[config.mk]
export PLATFORM = sky130hd
export DESIGN_NAME = dmx_chan_group
export DESIGN_NICKNAME = d
export VERILOG_FILES = /design/src/rtl/dmx_pkg.sv /design/src/rtl/dmx_ost_tracker.sv /design/src/rtl/dmx_err_capture.sv /design/src/rtl/dmx_chan_ctl.sv /design/src/rtl/dmx_chan_group.sv
export SDC_FILE = /design/constraint.sdc
export NUM_CORES = 1
export LEC_CHECK = 0
export BUFFER_PORTS_ARGS = -buffer_cell sky130_fd_sc_hd__buf_2
export CAP_MARGIN = 30
export CORE_ASPECT_RATIO = 1.4
export CORE_MARGIN = 2
export CORE_UTILIZATION = 47
export CTS_CLUSTER_DIAMETER = 80
export DETAILED_ROUTE_END_ITERATION = 10
export PLACE_DENSITY_LB_ADDON = 0.25
export SLEW_MARGIN = 10
export SYNTH_ARGS = -nofsm -noshare
export SYNTH_HDL_FRONTEND = slang
export SYNTH_SLANG_ARGS = --single-unit
[constraint.sdc]
create_clock -name clk -period 2.5 [get_ports clk]
set_input_delay 0.25 -clock clk [delete_from_list [all_inputs] [get_ports clk]]
set_output_delay 0.25 -clock clk [all_outputs]
set_load 0.1 [all_outputs]
[src/rtl/dmx_pkg.sv]
package dmx_pkg;
  localparam int ERRC_W = 3;

  typedef enum logic [1:0] {
    RS_IDLE  = 2'b00,
    RS_RUN   = 2'b01,
    RS_DRAIN = 2'b10
  } run_st_t;

  // advance a modulo counter by add, wrapping at lim
  function automatic int unsigned wrap_add(int unsigned cur, int unsigned add, int unsigned lim);
    int unsigned s;
    s = cur + add;
    return (s >= lim) ? s - lim : s;
  endfunction

  // does adding add to cur reach or pass lim
  function automatic logic reaches(int unsigned cur, int unsigned add, int unsigned lim);
    return (cur + add) >= lim;
  endfunction
endpackage

[src/rtl/dmx_ost_tracker.sv]
module dmx_ost_tracker #(
  parameter int OST_W = 4
) (
  input  logic             clk,
  input  logic             rst_n,
  input  logic             hard_clr,
  input  logic             inc,
  input  logic [1:0]       dec,
  output logic [OST_W-1:0] cnt,
  output logic             full,
  output logic             zero_nxt
);
  localparam logic [OST_W-1:0] MAXV = {OST_W{1'b1}};

  logic [OST_W-1:0] nxt;

  assign nxt      = cnt + OST_W'(inc) - OST_W'(dec);
  assign full     = (cnt == MAXV);
  assign zero_nxt = (nxt == '0);

  always_ff @(posedge clk) begin
    if (!rst_n)        cnt <= '0;
    else if (hard_clr) cnt <= '0;
    else               cnt <= nxt;
  end

  // a saturated count must never see another issue
  assert_no_overflow_R2: assert property (@(posedge clk) disable iff (!rst_n)
    full |-> !inc);
  // returns never exceed what is in flight
  assert_no_underflow_R3: assert property (@(posedge clk) disable iff (!rst_n)
    !hard_clr |-> ({2'b00, cnt} + {{OST_W+1{1'b0}}, inc}) >= {{OST_W{1'b0}}, dec});
endmodule

[src/rtl/dmx_err_capture.sv]
module dmx_err_capture
  import dmx_pkg::*;
(
  input  logic              clk,
  input  logic              rst_n,
  input  logic              err_now,
  input  logic [ERRC_W-1:0] code,
  input  logic              clr,
  output logic [ERRC_W-1:0] errc,
  output logic              irq_flag
);
  always_ff @(posedge clk) begin
    if (!rst_n) begin
      errc     <= '0;
      irq_flag <= 1'b0;
    end else if (err_now) begin
      if (errc == '0) errc <= code;
      irq_flag <= 1'b1;
    end else if (clr) begin
      errc     <= '0;
      irq_flag <= 1'b0;
    end
  end

  // a held cause stays put until cleared
  assert_errc_hold_R8: assert property (@(posedge clk) disable iff (!rst_n)
    (errc != '0 && !clr) |=> $stable(errc));
  // an error always raises the flag next cycle
  assert_irq_follow_R7: assert property (@(posedge clk) disable iff (!rst_n)
    err_now |=> irq_flag);
endmodule

[src/rtl/dmx_chan_ctl.sv]
module dmx_chan_ctl
  import dmx_pkg::*;
#(
  parameter int DATA_W     = 8,
  parameter int OST_W      = 4,
  parameter int UNIT_BEATS = 6,
  parameter int CNT_W      = 3
) (
  input  logic              clk,
  input  logic              rst_n,
  input  logic              cfg_en,
  input  logic              cfg_wr,
  output logic              req_valid,
  input  logic              req_ready,
  output logic              req_wr,
  input  logic              rsp_valid,
  input  logic [DATA_W-1:0] rsp_data,
  input  logic              wack_valid,
  output logic              out_valid,
  output logic [DATA_W-1:0] out_data,
  input  logic              err_det,
  input  logic [ERRC_W-1:0] err_code,
  input  logic              stat_clr,
  output logic [1:0]        stat_run,
  output logic [ERRC_W-1:0] stat_errc,
  output logic [CNT_W-1:0]  stat_issued,
  output logic              err_irq,
  output logic              done_irq
);
  run_st_t          st;
  logic             en_q;
  logic             halted;
  logic [CNT_W-1:0] issued;
  logic [CNT_W-1:0] acked;
  logic             done_q;

  // named internal events
  logic             en_rise;
  logic             err_now;
  logic             issue_fire;
  logic             count_ok;
  logic             unit_hit;
  logic [1:0]       ret_cnt;
  logic [1:0]       ret_eff;
  logic [OST_W-1:0] ost;
  logic             ost_full;
  logic             ost_zero_nxt;
  logic [ERRC_W-1:0] errc;
  logic             irq_flag;

  assign en_rise    = cfg_en & ~en_q;
  assign err_now    = err_det & (err_code != '0) & (st != RS_IDLE) & ~en_rise;
  assign req_valid  = (st == RS_RUN) & cfg_en & ~halted & ~err_now & ~ost_full & ~en_rise;
  assign req_wr     = cfg_wr;
  assign issue_fire = req_valid & req_ready;
  assign ret_cnt    = {1'b0, rsp_valid} + {1'b0, wack_valid};
  assign count_ok   = ~halted & ~err_now & ~en_rise & (st != RS_IDLE);
  assign ret_eff    = count_ok ? ret_cnt : 2'd0;
  assign unit_hit   = reaches(32'(acked), 32'(ret_eff), UNIT_BEATS);
  assign out_valid  = rsp_valid & count_ok;
  assign out_data   = rsp_data;

  dmx_ost_tracker #(.OST_W(OST_W)) u_ost (
    .clk      (clk),
    .rst_n    (rst_n),
    .hard_clr (en_rise),
    .inc      (issue_fire),
    .dec      (ret_cnt),
    .cnt      (ost),
    .full     (ost_full),
    .zero_nxt (ost_zero_nxt)
  );

  dmx_err_capture u_err (
    .clk      (clk),
    .rst_n    (rst_n),
    .err_now  (err_now),
    .code     (err_code),
    .clr      (stat_clr),
    .errc     (errc),
    .irq_flag (irq_flag)
  );

  always_ff @(posedge clk) begin
    if (!rst_n) begin
      en_q   <= 1'b0;
      st     <= RS_IDLE;
      halted <= 1'b0;
      issued <= '0;
      acked  <= '0;
      done_q <= 1'b0;
    end else begin
      en_q <= cfg_en;
      if (en_rise) begin
        st     <= (errc == '0) ? RS_RUN : RS_IDLE;
        halted <= 1'b0;
        issued <= '0;
        acked  <= '0;
        done_q <= 1'b0;
      end else begin
        done_q <= count_ok & cfg_en & unit_hit;
        if (issue_fire) issued <= CNT_W'(wrap_add(32'(issued), 32'd1, UNIT_BEATS));
        if (count_ok)   acked  <= CNT_W'(wrap_add(32'(acked), 32'(ret_eff), UNIT_BEATS));
        if (err_now)    halted <= 1'b1;
        case (st)
          RS_RUN:   if (err_now || !cfg_en) st <= ost_zero_nxt ? RS_IDLE : RS_DRAIN;
          RS_DRAIN: if (ost_zero_nxt) st <= RS_IDLE;
          default:  st <= RS_IDLE;
        endcase
      end
    end
  end

  assign stat_run    = st;
  assign stat_errc   = errc;
  assign stat_issued = issued;
  assign err_irq     = irq_flag;
  assign done_irq    = done_q;

  // idle is only reported with nothing in flight
  assert_idle_empty_R3: assert property (@(posedge clk) disable iff (!rst_n)
    (st == RS_IDLE) |-> (ost == '0));
  // a disabled channel offers nothing
  assert_no_issue_disabled_R4: assert property (@(posedge clk) disable iff (!rst_n)
    !cfg_en |-> !req_valid);
  // an error-stopped channel never sits in running
  assert_halt_not_run_R6: assert property (@(posedge clk) disable iff (!rst_n)
    halted |-> (st != RS_RUN));
  // a unit pulse follows an enabled cycle
  assert_done_gated_R5: assert property (@(posedge clk) disable iff (!rst_n)
    done_irq |-> $past(cfg_en));
endmodule

[src/rtl/dmx_chan_group.sv]
module dmx_chan_group
  import dmx_pkg::*;
#(
  parameter int NUM_CH     = 2,
  parameter int DATA_W     = 8,
  parameter int OST_W      = 4,
  parameter int UNIT_BEATS = 6,
  parameter int CNT_W      = (UNIT_BEATS > 2) ? $clog2(UNIT_BEATS) : 1
) (
  input  logic                       clk,
  input  logic                       rst_n,
  input  logic [NUM_CH-1:0]          cfg_en,
  input  logic [NUM_CH-1:0]          cfg_wr,
  output logic [NUM_CH-1:0]          req_valid,
  input  logic [NUM_CH-1:0]          req_ready,
  output logic [NUM_CH-1:0]          req_wr,
  input  logic [NUM_CH-1:0]          rsp_valid,
  input  logic [NUM_CH*DATA_W-1:0]   rsp_data,
  input  logic [NUM_CH-1:0]          wack_valid,
  output logic [NUM_CH-1:0]          out_valid,
  output logic [NUM_CH*DATA_W-1:0]   out_data,
  input  logic [NUM_CH-1:0]          err_det,
  input  logic [NUM_CH*ERRC_W-1:0]   err_code,
  input  logic [NUM_CH-1:0]          stat_clr,
  output logic [NUM_CH*2-1:0]        stat_run,
  output logic [NUM_CH*ERRC_W-1:0]   stat_errc,
  output logic [NUM_CH*CNT_W-1:0]    stat_issued,
  output logic [NUM_CH-1:0]          err_irq,
  output logic [NUM_CH-1:0]          done_irq,
  output logic                       err_irq_shared
);
  for (genvar c = 0; c < NUM_CH; c++) begin : g_ch
    dmx_chan_ctl #(
      .DATA_W(DATA_W), .OST_W(OST_W), .UNIT_BEATS(UNIT_BEATS), .CNT_W(CNT_W)
    ) u_ch (
      .clk         (clk),
      .rst_n       (rst_n),
      .cfg_en      (cfg_en[c]),
      .cfg_wr      (cfg_wr[c]),
      .req_valid   (req_valid[c]),
      .req_ready   (req_ready[c]),
      .req_wr      (req_wr[c]),
      .rsp_valid   (rsp_valid[c]),
      .rsp_data    (rsp_data[c*DATA_W +: DATA_W]),
      .wack_valid  (wack_valid[c]),
      .out_valid   (out_valid[c]),
      .out_data    (out_data[c*DATA_W +: DATA_W]),
      .err_det     (err_det[c]),
      .err_code    (err_code[c*ERRC_W +: ERRC_W]),
      .stat_clr    (stat_clr[c]),
      .stat_run    (stat_run[c*2 +: 2]),
      .stat_errc   (stat_errc[c*ERRC_W +: ERRC_W]),
      .stat_issued (stat_issued[c*CNT_W +: CNT_W]),
      .err_irq     (err_irq[c]),
      .done_irq    (done_irq[c])
    );
  end

  // one shared line for all channel errors
  assign err_irq_shared = |err_irq;
endmodule

### Word level (Yosys, flattened, before mapping)

Cells that the tools add are included.

| word-level totals | value |
|---|---|
| bits in registers | 38 |
| logic and storage cells | 140 |

| operators by class | value |
|---|---|
| add/sub/neg operators | 14 |
| order comparisons | 4 |
| equal/unequal tests | 12 |
| mux-type cells | 28 |
| bitwise operators | 43 |
| reduce and logical (&&, ||, !) cells | 21 |

Operators with widths:

| cell | count |
|---|---|
| $and A1 B1 Y1 | 32 |
| $mux W3 | 10 |
| $mux W2 | 10 |
| $ge A4 B3 Y1 const B | 4 |
| $sub A3 B3 Y3 const B | 4 |
| $not A1 Y1 | 11 |
| $add A3 B1 Y4 const B | 2 |
| $add A3 B2 Y4 | 2 |
| $add A4 B1 Y4 | 2 |
| $eq A4 B4 Y1 const B | 2 |
| $logic_not A4 Y1 | 2 |
| $pmux W2 S2 | 2 |
| $reduce_and A2 Y1 | 4 |
| $reduce_bool A2 Y1 | 4 |
| $sub A4 B2 Y4 | 2 |
| $logic_not A3 Y1 | 2 |
| $mux W1 | 6 |
| $ne A3 B1 Y1 const B | 2 |
| $ne A3 B2 Y1 const B | 2 |
| $reduce_bool A3 Y1 | 2 |
| $reduce_or A2 Y1 | 3 |
| $add A1 B1 Y2 | 2 |
| $eq A2 B1 Y1 const B | 2 |
| $eq A2 B2 Y1 const B | 2 |
| 3 further kinds | 6 |

### Logic depth before layout (Yosys ltp)

| logic depth | value |
|---|---|
| depth in word-level cells | 16 |
| depth in mapped cells | 12 |

### By module

A second synthesis with hierarchy kept.

| unflattened totals | value |
|---|---|
| cells, all modules | 272 |
| area, all modules | 2511.2 sq um |

Modules (own cells, without submodules):

| module | instances | cells each | area an instance (sq um) |
|---|---|---|---|
| dmx_chan_ctl (g_ch[1].u_ch) | 1 | 93 | 814.5 |
| dmx_chan_ctl (g_ch[0].u_ch) | 1 | 94 | 808.3 |
| dmx_err_capture | 2 | 13 | 158.9 |
| dmx_ost_tracker (g_ch[1].u_ch.u_ost) | 1 | 29 | 285.3 |
| dmx_ost_tracker (g_ch[0].u_ch.u_ost) | 1 | 29 | 279.0 |
| dmx_chan_group | 1 | 1 | 6.3 |

### Worst setup path after synthesis

Ideal clock, no wire load.

| timing path | value |
|---|---|
| path kind | register to register |
| start point | reg g_ch[0].u_ch.st[0] |
| end point | reg g_ch[0].u_ch.st[1] |
| library setup time | 95 ps |
| arrival | 3165 ps |
| slack | -761 ps |
| stages on the path, launching flop included | 12 |
| path through | dfxtp_1 -> nor2_1 -> or4_1 -> nand3_1 -> ha_1 -> inv_1 -> ha_1 -> inv_1 -> fa_1 -> xnor2_1 -> nor3b_1 -> a221oi_1 |

| between the ends | value |
|---|---|
| longest elaborated chain between the ends | 15 |
| elaborated cells on any way between the ends | 23 |

Ends and longest elaborated chain:

| element | RTL line | RTL |
|---|---|---|
| start, declared | dmx_chan_ctl.sv:30 | `run_st_t st;` |
| start signal, assigned | dmx_chan_ctl.sv:95 | `st <= (errc == '0) ? RS_RUN : RS_IDLE;` |
| start signal, assigned | dmx_chan_ctl.sv:106 | `RS_RUN: if (err_now \|\| !cfg_en) st <= ost_zero_nxt ? RS_IDLE : RS_DRAIN;` |
| $reduce_bool A2 Y1 | dmx_chan_ctl.sv:52 | `assign err_now = err_det & (err_code != '0) & (st != RS_IDLE) & ~en_rise;` |
| $and A1 B1 Y1 (2 in series) | dmx_chan_ctl.sv:52 |  |
| $not A1 Y1 | dmx_chan_ctl.sv:53 | `assign req_valid = (st == RS_RUN) & cfg_en & ~halted & ~err_now & ~ost_full & ~en_rise;` |
| $and A1 B1 Y1 (3 in series) | dmx_chan_ctl.sv:53 |  |
| $and A1 B1 Y1 | dmx_chan_ctl.sv:55 | `assign issue_fire = req_valid & req_ready;` |
| $add A4 B1 Y4 | dmx_ost_tracker.sv:17 | `assign nxt = cnt + OST_W'(inc) - OST_W'(dec);` |
| $sub A4 B2 Y4 | dmx_ost_tracker.sv:17 |  |
| $logic_not A4 Y1 | dmx_ost_tracker.sv:19 | `assign zero_nxt = (nxt == '0);` |
| $mux W2 (2 in series) | dmx_chan_ctl.sv:106 |  |
| $pmux W2 S2 | dmx_chan_ctl.sv:105 | `case (st)` |
| $mux W2 | dmx_chan_ctl.sv:94 | `if (en_rise) begin` |

Parallel ways exist; a longest one is shown, timed or not. The select of a mux whose other input is x is not followed.
A chain may end at the register's enable or synchronous reset.

### Final worst setup path

| timing path | value |
|---|---|
| start point | reg g_ch[0].u_ch.u_ost.cnt[2] |
| end point | reg g_ch[0].u_ch.st[1] |

| between the ends | value |
|---|---|
| longest elaborated chain between the ends | 12 |
| elaborated cells on any way between the ends | 14 |

Ends and longest elaborated chain:

| element | RTL line | RTL |
|---|---|---|
| start, declared | dmx_ost_tracker.sv:9 | `output logic [OST_W-1:0] cnt,` |
| start signal, assigned | dmx_ost_tracker.sv:24 | `else cnt <= nxt;` |
| $eq A4 B4 Y1 | dmx_ost_tracker.sv:18 | `assign full = (cnt == MAXV);` |
| $not A1 Y1 | dmx_chan_ctl.sv:53 |  |
| $and A1 B1 Y1 (2 in series) | dmx_chan_ctl.sv:53 |  |
| $and A1 B1 Y1 | dmx_chan_ctl.sv:55 |  |
| $add A4 B1 Y4 * | dmx_ost_tracker.sv:17 |  |
| $sub A4 B2 Y4 * | dmx_ost_tracker.sv:17 |  |
| $logic_not A4 Y1 * | dmx_ost_tracker.sv:19 |  |
| $mux W2 (2 in series) | dmx_chan_ctl.sv:106 |  |
| $pmux W2 S2 | dmx_chan_ctl.sv:105 |  |
| $mux W2 | dmx_chan_ctl.sv:94 |  |

Mark *: on every way between the ends. The rest lies on a longest branch, timed or not. The select of a mux whose other input is x is not followed.

==> reports/metrics.cfg <==
[status]
outcome = finished clean

[route]
dr.pass1.iters = 4
wl_met2_microns = 3235
drtAntennaViolNets = 0
dr_total_vias = 2306
wl_met1_microns = 2404
wl_per_cell_microns = 14.05
drtIter0Drc = 50
wl_microns = 5944
drc_errors = 0
route.met3.wl_microns = 194
top_layer = met4
via_per_inst = 5.452

[global_routing]
antenna_found_initial = 0
globalRouteOverflowTotal = 0
grt_max_degree = 19
grt_pass1_wl_microns = 9818
grt_usage_pct = 20.18
grt_pass1_vias = 2274

[final_layout]
syn_to_final_growth_pct = 26.19
stdcell_count = 423
fillCellCount = 509
final_nets = 418
diodes = 0
drive_gt1_share_pct = 37.18

[timing]
setup_viol = 0
period_share_pct = 98.87
fmax_mhz = 404.6
rsz0062_at_grt = yes
fin_hold_ws_ns = 0.2434
tightestPinTransition_ns = 0.5228
finalMaxSlewViolations = 0
finalHoldViolations = 0
finClkSkew_ns = 0.005491
maxSlewHeadroom_pct = 64.89
period_minus_slack_ns = 2.472

[setup_path]
criticalPathCategory = reg -> reg
critical_path.startpoint_type = flip-flop
cp_data_required_time_ns = 2.69
r2r_setup_slack_ns = 0.03
arrival_ns = 2.66
cp_max_fo = 2
crit_path_top_delay_cell = fa_2
path_cells = ha_1, nand3_1, and4b_1, nand3_4, ha_4, inv_2, ha_4, inv_2, fa_2, nor3b_2, a221oi_1
end_kind = flip-flop
critPathMaxStageDelay_ns = 0.44

[die]
die-area_sq_um = 6171
die_y_microns = 92.15
core_area_sq_um = 5445
io_pins = 81
start_util_pct = 47.91
die_w_microns = 66.97
fp-row-count = 32

[synth]
yosysSeqAreaShare_pct = 29.16
ys.flop_type = dfxtp_1
syn_inst = 292
yosys.area.top_type = dfxtp_1
ys_ff_latch = 38
syn_area_sq_um = 2609
ys_async_sr_fraction_pct = 0
synth_warnings = 0
avgSynthCellArea_sq_um = 8.934
synth-edff-count = 0
ys_top_cells_by_area = dfxtp_1 29%, ha_1 11%, buf_4 7.5%, inv_1 3.2%, fa_1 3.1%
ys_types = 59
synth_top_area_share_pct = 29.16
syn_nets = 356

[power_and_ir_drop]
p_clk_share_pct = 25.3
switching_power_w = 0.0005241
p_per_area_nw_per_um2 = 484.3
pwr-share-comb_pct = 33.2
total_leakage_power_nw = 1.513
peakVddDrop_v = 0.0003488
p_sw_share_pct = 32.87
p_int_w = 0.001070
pwr-share-seq_pct = 41.5

[clocking]
cts_buffers = 5
htree_levels = 2
root_buffer = clkbuf_8
cts-hold-fix-buffers = 0
insertion_delay_ns = 0.28
cts_buffer_depth = 2
clkTransAtPathRegs_ns = 0.07
tritoncts = built
numClockSinks = 38

[place]
globalplace.congestion = 0.8087
dp_hpwl_microns = 4526
placed_cells = 406
portBuffers = 44

[flow_run]
max-cap-violations = 0

[worst_hold_path]
hold_path_class = in -> reg

## critical path: cells and delay by family, from the launching register on
| family | cells | cell delay (ns) |
|---|---|---|
| buffers and inverters | 2 | 0.09 |
| and+or+nand+nor | 4 | 0.71 |
| DFF | 1 | 0.32 |
| adders and majority gates | 4 | 1.05 |
| AOI/OAI and AO/OA | 1 | 0.22 |
## layout by cell type (no fill, tap or decap), types with 4 or more instances in the layout
cell type  instances
ha_1              16
and3_1             9
dfxtp_1           33
a21boi_0           4
nand2_1           17
o31ai_1            7
dfxtp_4            4
nand2b_1           7
clkbuf_8           5
nand3_1            6
inv_1             18
nor2_1            14
o22ai_1            4
buf_4             39
inv_2              4
nor3_1             8
buf_2             42
ha_4               5
a21oi_1            9
a21o_1             4
nor2b_1            5
and2_1             8
## power groups by stage
stage | Sequential, W | Combinational (W) | Clock (W)
after floorplan | 0.000718 | 0.000415 | 0
final | 0.000662 | 0.000529 | 0.000404
after CTS | 0.000661 | 0.000497 | 0.000418
after global routing | 0.000665 | 0.000574 | 0.000434
after global placement | 0.000673 | 0.000448 | 0
after detailed placement | 0.000674 | 0.000459 | 0
## repair_timing
item | CTS | global route
buffers inserted | 2 | 7
resized for setup | 17 | 7
pin swaps | 10 | 12
setup endpoints to repair | 4 | 6
## layer usage
layer | up-vias | GRT usage, %
met3 | 12 | 3.190
met2 | 44 | 38.83
met4 | 0 | 6.633
met1 | 1105 | 21.36
met5 | - | 0
li1 | 1145 | -
## sequential cells by signal (all words and copies together), names as in the netlist
name	count
g_ch.u_ch.stat_run	4
g_ch.u_ch.u_err.irq_flag	2
g_ch.u_ch.u_ost.cnt	8
g_ch.u_ch.u_err.errc	6
g_ch.u_ch.stat_issued	6
g_ch.u_ch.done_irq	2
g_ch.u_ch.halted	2
g_ch.u_ch.acked	6
g_ch.u_ch.en_q	2
## cell type report
class	count	area (sq um)	area share (%)
repair buffers	84	563.0	17.10
clock buffers	8	80.08	2.433
inverters	22	82.58	2.509
multi-input cells	203	1704	51.77
well taps	68	85.08	2.585
flip-flops and latches	38	777.0	23.60
## stage by stage
stage               area, sq um  total power (W)  worst slack (ns)  utilization [%]  setup TNS, ns
CTS                        3204         0.001577         -0.003169            58.85      -0.003169
detailed placement         3024         0.001133           -0.2149            55.54        -0.9446
finish                     3292         0.001594           0.02835            60.46              0
global route               3292         0.001673          -0.05659            60.46        -0.1622
global placement           3024         0.001121           -0.1637            55.54        -0.5679
floorplan                  2651         0.001133           -0.1385                -        -0.3069
## worst paths after layout
kind,from,end,depth (start not counted)
max,g_ch[0].u_ch.u_ost.cnt[2]$_SDFF_PP0_,g_ch[0].u_ch.stat_run[1]$_SDFFE_PN0P_,11
max reg2reg,g_ch[0].u_ch.u_ost.cnt[2]$_SDFF_PP0_,g_ch[0].u_ch.stat_run[1]$_SDFFE_PN0P_,11
min reg2reg,g_ch[1].u_ch.u_err.errc[2]$_SDFFE_PN0P_,g_ch[1].u_ch.u_err.errc[2]$_SDFFE_PN0P_,2
min,err_code[3],g_ch[1].u_ch.u_err.errc[0]$_SDFFE_PN0P_,2
## cells in the mapped netlist, types with 3 or more instances
cell type	instances
nor3_1	8
dfxtp_1	38
and3b_1	3
and3_1	9
or4_1	4
buf_4	26
a31oi_1	3
fa_1	4
nand2_1	17
o22ai_1	4
nor2b_1	5
nor3b_1	3
nand2b_1	7
nor2_1	16
inv_1	22
ha_1	22
xnor2_1	5
and2_1	8
and2_2	3
a21o_1	4
o21ai_0	3
a32oi_1	3
nand3_1	8
a21boi_0	4
nand3b_1	3
xor2_1	3
o31ai_1	7
a21oi_1	9
## logic make-up (layout without fill, tap and decap cells)
family | after synthesis | in the layout | share of synthesized area (%)
simple gates | 109 | 109 | 25.13
buf+inv | 51 | 114 | 11.13
compound gates | 57 | 57 | 17.07
mux | 3 | 3 | 1.199
fa+ha+maj | 26 | 26 | 13.62
xor+xnor | 8 | 8 | 2.686
flops | 38 | 38 | 29.16
No activity file was read; power rests on OpenSTA's default activity.
